`src/rtl/irq_tm_pkg.sv`:
```
package irq_tm_pkg;
  parameter int unsigned NUM_SRC = 2;
  parameter int unsigned BUS_W   = 8;
  parameter int unsigned SLOT_W  = 2;
  parameter int unsigned ADDR_W  = 2;
  parameter int unsigned DATA_W  = 8;
  localparam int unsigned LINE_W = $clog2(BUS_W);
  localparam int unsigned LVL_W  = SLOT_W + LINE_W;

  typedef enum logic [1:0] {REG_LVL, REG_EN, REG_NONE} reg_kind_e;

  function automatic reg_kind_e reg_decode(input logic [ADDR_W-1:0] a);
    if (a < ADDR_W'(NUM_SRC))       return REG_LVL;
    else if (a == ADDR_W'(NUM_SRC)) return REG_EN;
    else                            return REG_NONE;
  endfunction
endpackage

```
`src/rtl/irq_tm_regs.sv`:
```
module irq_tm_regs
  import irq_tm_pkg::*;
(
  input  logic                            clk_i,
  input  logic                            rst_ni,
  input  logic                            we_i,
  input  logic [ADDR_W-1:0]               addr_i,
  input  logic [DATA_W-1:0]               wdata_i,
  output logic [NUM_SRC-1:0][LVL_W-1:0]   lvl_o,
  output logic [NUM_SRC-1:0]              en_o
);
  logic [NUM_SRC-1:0][LVL_W-1:0] lvl_q;
  logic [NUM_SRC-1:0]            en_q;
  reg_kind_e                     kind;

  assign kind = reg_decode(addr_i);

  always_ff @(posedge clk_i or negedge rst_ni) begin
    if (!rst_ni) begin
      lvl_q <= '0;
      en_q  <= '0;
    end else if (we_i) begin
      case (kind)
        REG_LVL: begin
          for (int i = 0; i < NUM_SRC; i++)
            if (addr_i == ADDR_W'(i)) lvl_q[i] <= wdata_i[LVL_W-1:0];
        end
        REG_EN:  en_q <= wdata_i[NUM_SRC-1:0];
        default: ;
      endcase
    end
  end

  assign lvl_o = lvl_q;
  assign en_o  = en_q;

  assert_en_write_R8: assert property (@(posedge clk_i) disable iff (!rst_ni)
    (we_i && addr_i == ADDR_W'(NUM_SRC)) |=> en_o == $past(wdata_i[NUM_SRC-1:0]));
  assert_unmapped_ignored_R8: assert property (@(posedge clk_i) disable iff (!rst_ni)
    (we_i && addr_i > ADDR_W'(NUM_SRC)) |=> ($stable(lvl_o) && $stable(en_o)));
  assert_lvl0_write_R7: assert property (@(posedge clk_i) disable iff (!rst_ni)
    (we_i && addr_i == '0) |=> lvl_o[0] == $past(wdata_i[LVL_W-1:0]));
endmodule

```
`src/rtl/irq_tm_src.sv`:
```
module irq_tm_src
  import irq_tm_pkg::*;
(
  input  logic [LVL_W-1:0]  lvl_i,
  input  logic              active_i,
  input  logic [SLOT_W-1:0] slot_i,
  output logic [BUS_W-1:0]  line_o
);
  logic [SLOT_W-1:0] lvl_slot;
  logic [LINE_W-1:0] lvl_line;

  assign lvl_slot = lvl_i[LVL_W-1:LINE_W];
  assign lvl_line = lvl_i[LINE_W-1:0];

  always_comb begin
    line_o = '0;
    if (active_i && lvl_slot == slot_i) line_o[lvl_line] = 1'b1;
  end
endmodule

```
`src/rtl/irq_slot_drv.sv`:
```
module irq_slot_drv
  import irq_tm_pkg::*;
(
  input  logic               clk_i,
  input  logic               rst_ni,
  input  logic               cfg_we_i,
  input  logic [1:0]         cfg_addr_i,
  input  logic [7:0]         cfg_wdata_i,
  input  logic [1:0]         stat_i,
  input  logic [1:0]         slot_i,
  output logic [7:0]         irq_o
);
  logic [NUM_SRC-1:0][LVL_W-1:0] lvl;
  logic [NUM_SRC-1:0]            en;
  logic [NUM_SRC-1:0]            active;
  logic [NUM_SRC-1:0][BUS_W-1:0] contrib;
  logic [BUS_W-1:0]              merged;
  logic [BUS_W-1:0]              irq_q;

  irq_tm_regs u_regs (
    .clk_i   (clk_i),
    .rst_ni  (rst_ni),
    .we_i    (cfg_we_i),
    .addr_i  (cfg_addr_i),
    .wdata_i (cfg_wdata_i),
    .lvl_o   (lvl),
    .en_o    (en)
  );

  assign active = en & stat_i;

  for (genvar g = 0; g < NUM_SRC; g++) begin : g_src
    irq_tm_src u_src (
      .lvl_i    (lvl[g]),
      .active_i (active[g]),
      .slot_i   (slot_i),
      .line_o   (contrib[g])
    );
  end

  // no priority: plain OR merge
  always_comb begin
    merged = '0;
    for (int i = 0; i < NUM_SRC; i++) merged |= contrib[i];
  end

  always_ff @(posedge clk_i or negedge rst_ni) begin
    if (!rst_ni) irq_q <= '0;
    else         irq_q <= merged;
  end

  assign irq_o = irq_q;

  assert_line_count_R9: assert property (@(posedge clk_i) disable iff (!rst_ni)
    $countones(irq_o) <= NUM_SRC);
  assert_needs_request_R3: assert property (@(posedge clk_i) disable iff (!rst_ni)
    (irq_o != '0) |-> $past(|(en & stat_i)));
  assert_slot_match_R2: assert property (@(posedge clk_i) disable iff (!rst_ni)
    (irq_o != '0) |-> ($past(slot_i) == $past(lvl[0][LVL_W-1:LINE_W]) ||
                       $past(slot_i) == $past(lvl[1][LVL_W-1:LINE_W])));
  assert_quiet_when_idle_R6: assert property (@(posedge clk_i) disable iff (!rst_ni)
    (active == '0) |=> (irq_o == '0));
endmodule

```
`config.mk`:
```
export PLATFORM = sky130hd
export DESIGN_NAME = irq_slot_drv
export DESIGN_NICKNAME = d
export VERILOG_FILES = /design/src/rtl/irq_tm_pkg.sv /design/src/rtl/irq_tm_regs.sv /design/src/rtl/irq_tm_src.sv /design/src/rtl/irq_slot_drv.sv
export SDC_FILE = /design/constraint.sdc
export NUM_CORES = 1
export LEC_CHECK = 0
export ABC_AREA = 0
export BUFFER_PORTS_ARGS = -buffer_cell sky130_fd_sc_hd__clkbuf_2
export CAP_MARGIN = 15
export CELL_PAD_IN_SITES_DETAIL_PLACEMENT = 0
export CELL_PAD_IN_SITES_GLOBAL_PLACEMENT = 2
export CORE_MARGIN = 8
export CORE_UTILIZATION = 32
export CTS_CLUSTER_DIAMETER = 100
export DETAILED_ROUTE_END_ITERATION = 7
export PLACE_DENSITY = 0.82
export SYNTH_ARGS = -nofsm -noshare
export SYNTH_HDL_FRONTEND = slang
export SYNTH_SLANG_ARGS = --single-unit
```
`constraint.sdc`:
```
create_clock -name clk_i -period 1.2 [get_ports clk_i]
set_input_delay 0.18 -clock clk_i [delete_from_list [all_inputs] [get_ports clk_i]]
set_output_delay 0.18 -clock clk_i [all_outputs]
set_load 0.01 [all_outputs]
```
# After elaboration in Yosys (flattened, before gate mapping)
# Cells that the tools add are included.
# Widths: inputs -> output; s select.
[word_totals]
mem_bits_ro = 0
reg_bits = 20
mem_bits_rw = 0
out_inout_bits = 8
memories = 0
latch_bits = 0
inputBits = 17
[op_classes]
magnitude_cmp = 5
eq_ne = 5
addsub = 0
muxes = 8
n_div = 0
n_shift = 0
multipliers = 0
n_reduce_logical = 9
n_bitwise = 2
[op_table]
columns = ["cell", "n"]
rows = [
  ["$mux 8", 2],
  ["$lt 3x4->1 const B", 2],
  ["$or 8x8->8", 1],
  ["$demux 1 s3", 2],
  ["$ge 3x1->1 const B", 2],
  ["$reduce_and 3->1", 2],
  ["$eq 2x1->1 const B", 2],
  ["$eq 2x2->1", 2],
  ["$logic_and 1x1->1", 4],
  ["$logic_not 2->1", 2],
  ["$mux 2", 2],
  ["$and 2x2->2", 1],
  ["$eq 2x2->1 const B", 1],
  ["$lt 2x2->1 const B", 1],
  ["$mux 1", 2],
  ["$reduce_and 2->1", 1],
]

# Depth between registers and ports, before layout
[logic_depth]
word_depth = 6
ltp_mapped = 3
mapped_depth_nobuf = 3

# Cells and area by module
# From an unflattened synthesis, not the netlist that was laid out.
[unflattened]
hier_cells = 77
hier_area_um2 = 935.9
[by_module_without_submodules]
columns = ["module", "area_each_um2", "cells_each", "seq_area_each_um2", "n_inst"]
rows = [
  ["irq_tm_regs", 469.2, 27, 300.3, 1],
  ["irq_slot_drv", 262.8, 18, 200.2, 1],
  ["irq_tm_src at g_src[0].u_src", 102.6, 16, 0.0, 1],
  ["irq_tm_src at g_src[1].u_src", 101.3, 16, 0.0, 1],
]

# Least setup slack after synthesis
# Ideal clock, no wire load.
[synth_path]
path_kind = "flip-flop to flip-flop"
from = "register u_regs.lvl_q, in the netlist u_regs.lvl_o[1]"
to = "register irq_q[4] (netlist: irq_o[4])"
stages_incl_launch_ff = 3
slack_ns = 0.127
arrival_ns = 0.977
n_path_buf = 0
t_required_ns = 1.104
setup_time_ns = 0.096
period_less_slack_ns = 1.073
path_cell_list = "dfrtp_1 -> or3b_2 -> o32ai_2"
[synth_between]
elab_chain_len = 6
word_cells_on_any_way = 7
cone_classes = "2 x order compare; 3 x mux; 1 x bitwise; 1 x reduce/logical"
[synth_lines]
columns = ["element", "line", "text"]
rows = [
  ["start: declaration", "irq_tm_regs.sv:12", "logic [NUM_SRC-1:0][LVL_W-1:0] lvl_q;"],
  ["start signal: indexed assignment", "irq_tm_regs.sv:26", "if (addr_i == ADDR_W'(i)) lvl_q[i] <= wdata_i[LVL_W-1:0];"],
  ["$lt 3x4->1 (implied by the code) / $ge 3x1->1 (equally long branches)", "irq_tm_src.sv:17", "if (active_i && lvl_slot == slot_i) line_o[lvl_line] = 1'b1;"],
  ["$logic_and 1x1->1 (implied by the code)", "irq_tm_src.sv:17", ""],
  ["$mux 1 (implied by the code)", "irq_tm_src.sv:17", ""],
  ["$demux 1 s3 *", "--", ""],
  ["$mux 8 *", "irq_tm_src.sv:17", ""],
  ["$or 8x8->8 *", "irq_slot_drv.sv:44", "for (int i = 0; i < NUM_SRC; i++) merged |= contrib[i];"],
  ["named net merged[4]", "irq_slot_drv.sv:17", "logic [BUS_W-1:0] merged;"],
  ["end signal: assignment", "irq_slot_drv.sv:49", "else irq_q <= merged;"],
  ["end: declaration", "irq_slot_drv.sv:18", "logic [BUS_W-1:0] irq_q;"],
]
# The timed path passes the listed nets; every way through them passes the cells marked *.
# A chain may end at the register's enable or synchronous reset.

# Worst setup path after layout
[layout_path]
from = "register u_regs.lvl_q, in the netlist u_regs.lvl_o[9]"
to = "register irq_q[4] (netlist: irq_o[4])"
[layout_between]
elab_chain_len = 4
[layout_lines]
columns = ["element", "line"]
rows = [
  ["$eq 2x2->1", "irq_tm_src.sv:17"],
  ["$logic_and 1x1->1", "irq_tm_src.sv:17"],
  ["$mux 8", "irq_tm_src.sv:17"],
  ["$or 8x8->8", "irq_slot_drv.sv:44"],
  ["named net merged[4]", "irq_slot_drv.sv:17"],
]
# The timed path passes the listed nets, and every way through them passes these cells.

==> metrics.md <==
| Metric | Value |
|---|---|
| Status | complete, no violations |
| Root Buffer | clkbuf_4 |
| 1st-iter DRT viols | 10 |
| Vias | between 600 and 700 |
| Syn. warnings | 0 |
| Die area | 4570 µm² |
| CTS tree | yes |
| Fin util | 44.04% |
| Syn_nets | 76 |
| Grt ovf | 0 |
| Syn Area/Cell | 14.44 µm² |
| Drt wl/cell | 14.41 µm |
| DRC | 0 |
| Vias per cell | 5.127 |
| Insertion delay to the later sink of the worst-skew pair | ~290 ps |
| Hold Fails Final Rpt | 0 |
| Die width | 67.60 µm |
| # nets final | 106 |
| 1st-pass router iterations | 2 |
| Starting Density | 34.08% |
| Largest net degree at the start of global routing | 21 |
| Final ANT Viol Nets | 0 |
| First-pass GRT wire length | around 3000 µm |
| Synth Register Bits | 20 |
| CTS sink cnt | 20 |
| Area growth, synth to finish | 29.22% |
| Seq/Total Area, Yosys | 58.74% |
| CP Class | register to register |
| Final Slew Violations | 0 |
| Fin crit share | about 95% |
| VDD IR-drop max | about 0.63 mV |
| Fmax | between 800 and 900 MHz |
| Data arrival time of the worst path | 1340 ps |
| Initial antenna violation count | 0 |
| CP Launch Type | register |
| Vias in the first global route | a little under 700 |
| Antenna Cells | 0 |
| CP Max Fanout | 4 |
| Num CTS Buffers | 3 |
| H-tree depth | 1 |
| Area of the multi-input gates | 389.1 µm² |
| Critical path data required time | roughly 1400 ps |
| Setup Fix Bufs, Post-CTS | 0 |
| # setup viols final | 0 |
| Overall power | 1.544 mW |
| # rows | 18 |
| Setup TNS | 0 ps |
| Fin worst setup slack | between 60 and 70 ps |
| Slew Limit Headroom | roughly 67% |
| Final wirelength | 1700 µm |
| Clock buffer depth | 2 |
| Measured slew at the worst slew-check pin | 490.2 ps |
| I/O pin count | 25 |
| FILL cells | 244 |
| Synth Instances | 59 |
| Fraction of layout cells with a size suffix above 1 | a little over half |
| RSZ-0062 raised after global routing | yes |
| Power Density | 1402 nW/µm² |
| Final GP Congestion | approximately 0.85 |
| Max Cap Violations | 0 |
| Mapped Area | roughly 850 µm² |
| Hold Slack | 126.7 ps |
| Critical Path End Type | register |
| Storage element area | between 500 and 600 µm² |
| Lkg Pwr | just under 0.5 nW |
| Core box area | 2500 µm² |
| Post-Place Worst Slack | -16.59 ps |
| Post-synthesis cell type count | 13 |
| GRT Total Usage | 8.381% |
| Port bufs | 21 |
| Clock skew | 2.991 ps |
| Die height | between 60 and 70 µm |
| Clock-pin slew on the worst setup and hold paths | 110 ps |
| Min-Delay Path Class | primary input to register |
| Crit path time final | 1139 ps |
==> Yosys cell counts <==
master | count | area share (%)
dfrtp_1 | 20 | 59
mux2_2 | 12 | 16
nand2b_1 | 1 | 0.73
nand3_1 | 2 | 1.2
nand3b_1 | 6 | 5.3
nand4_1 | 2 | 1.5
nand4b_1 | 2 | 2.1
nor3b_4 | 1 | 2.2
o22ai_1 | 6 | 4.4
o32ai_1 | 1 | 1.0
o32ai_2 | 1 | 1.9
or3b_2 | 1 | 1.0
xnor2_1 | 4 | 4.1
==> routing by layer <==
metal | GRT usage, % | vias to the layer above | routed length (µm)
met3 | 3.311 | 4 | 177
met2 | 12.54 | 21 | 762
met4 | 4.178 | 0 | 28
met1 | 10.22 | 291 | 732
met5 | 0 | - | 0
li1 | - | 289 | -
==> through the flow <==
step           std cells  instance area, µm²
4_1_cts              118                1071
2_1_floorplan         59               852.1
5_1_grt              118                1101
6_report             118                1101
3_5_place_dp         113                1017
3_3_place_gp         113                1017
==> area by class of cell <==
class	count	area share [%]
sequential	20	45.45
multi-input combinational	39	35.34
timing repair buffer	25	12.50
tap	30	3.409
clock buffer	4	3.295
==> sequential cells by signal, indices dropped and copies added (netlist names) <==
register / count
u_regs.lvl_o: 10
irq_o: 8
u_regs.en_o: 2
==> worst max-delay path, cell delays in order (launching register included) <==
cell and delay, ps:
dfrtp_1 420, xnor2_2 160, nand4_1 220, o32ai_2 260
==> timing repair <==
item / 4_1_cts / 5_1_grt
endpoints found under the setup margin: 2 / 5
pin swaps: 2 / 3
hold endpoints to repair: 20 / 0
resized for setup: 1 / 4
hold buffers: 1 / 0
==> where the power goes <==
group / switching [mW] / internal [mW] / total, mW
Clock: 0.198 / 0.185 / 0.382
Combinational: 0.139 / 0.191 / 0.330
Sequential: 0.0708 / 0.760 / 0.831
==> worst paths after layout <==
path                                                   from                           to  slack (ps)  depth (start not counted)
worst max register to register  u_regs.lvl_o[9]$_DFFE_PN0P_           irq_o[4]$_DFF_PN0_          60                          3
worst min register to register  u_regs.lvl_o[2]$_DFFE_PN0P_  u_regs.lvl_o[2]$_DFFE_PN0P_         530                          1
worst min-delay path                         cfg_wdata_i[3]  u_regs.lvl_o[3]$_DFFE_PN0P_         130                          2
worst max-delay path            u_regs.lvl_o[9]$_DFFE_PN0P_           irq_o[4]$_DFF_PN0_          60                          3
max in group asynchronous                            rst_ni  u_regs.lvl_o[6]$_DFFE_PN0P_         500                          2
min in group asynchronous                            rst_ni           irq_o[6]$_DFF_PN0_         370                          2
==> cells in the final DEF, fill, tap and decap left out <==
cell / instances
nor3b_4: 1
xnor2_2: 4
nand3_1: 2
dfrtp_1: 20
nand4b_1: 2
dlygate4sd3_1: 1
nand2b_1: 1
clkbuf_4: 3
clkbuf_2: 21
nand3b_1: 6
o32ai_2: 2
clkbuf_8: 1
o22ai_1: 6
nand4_1: 2
or3b_2: 1
buf_4: 3
mux2_2: 12
==> cells by family after synthesis <==
logic type,share of synthesized area [%]
muxes,15.86
and+or+nand+nor,13.95
xor gates and xnor gates,4.111
AOI/OAI and AO/OA,7.343
DFF,58.74
Note: power is estimated with default switching activity, not from simulation.
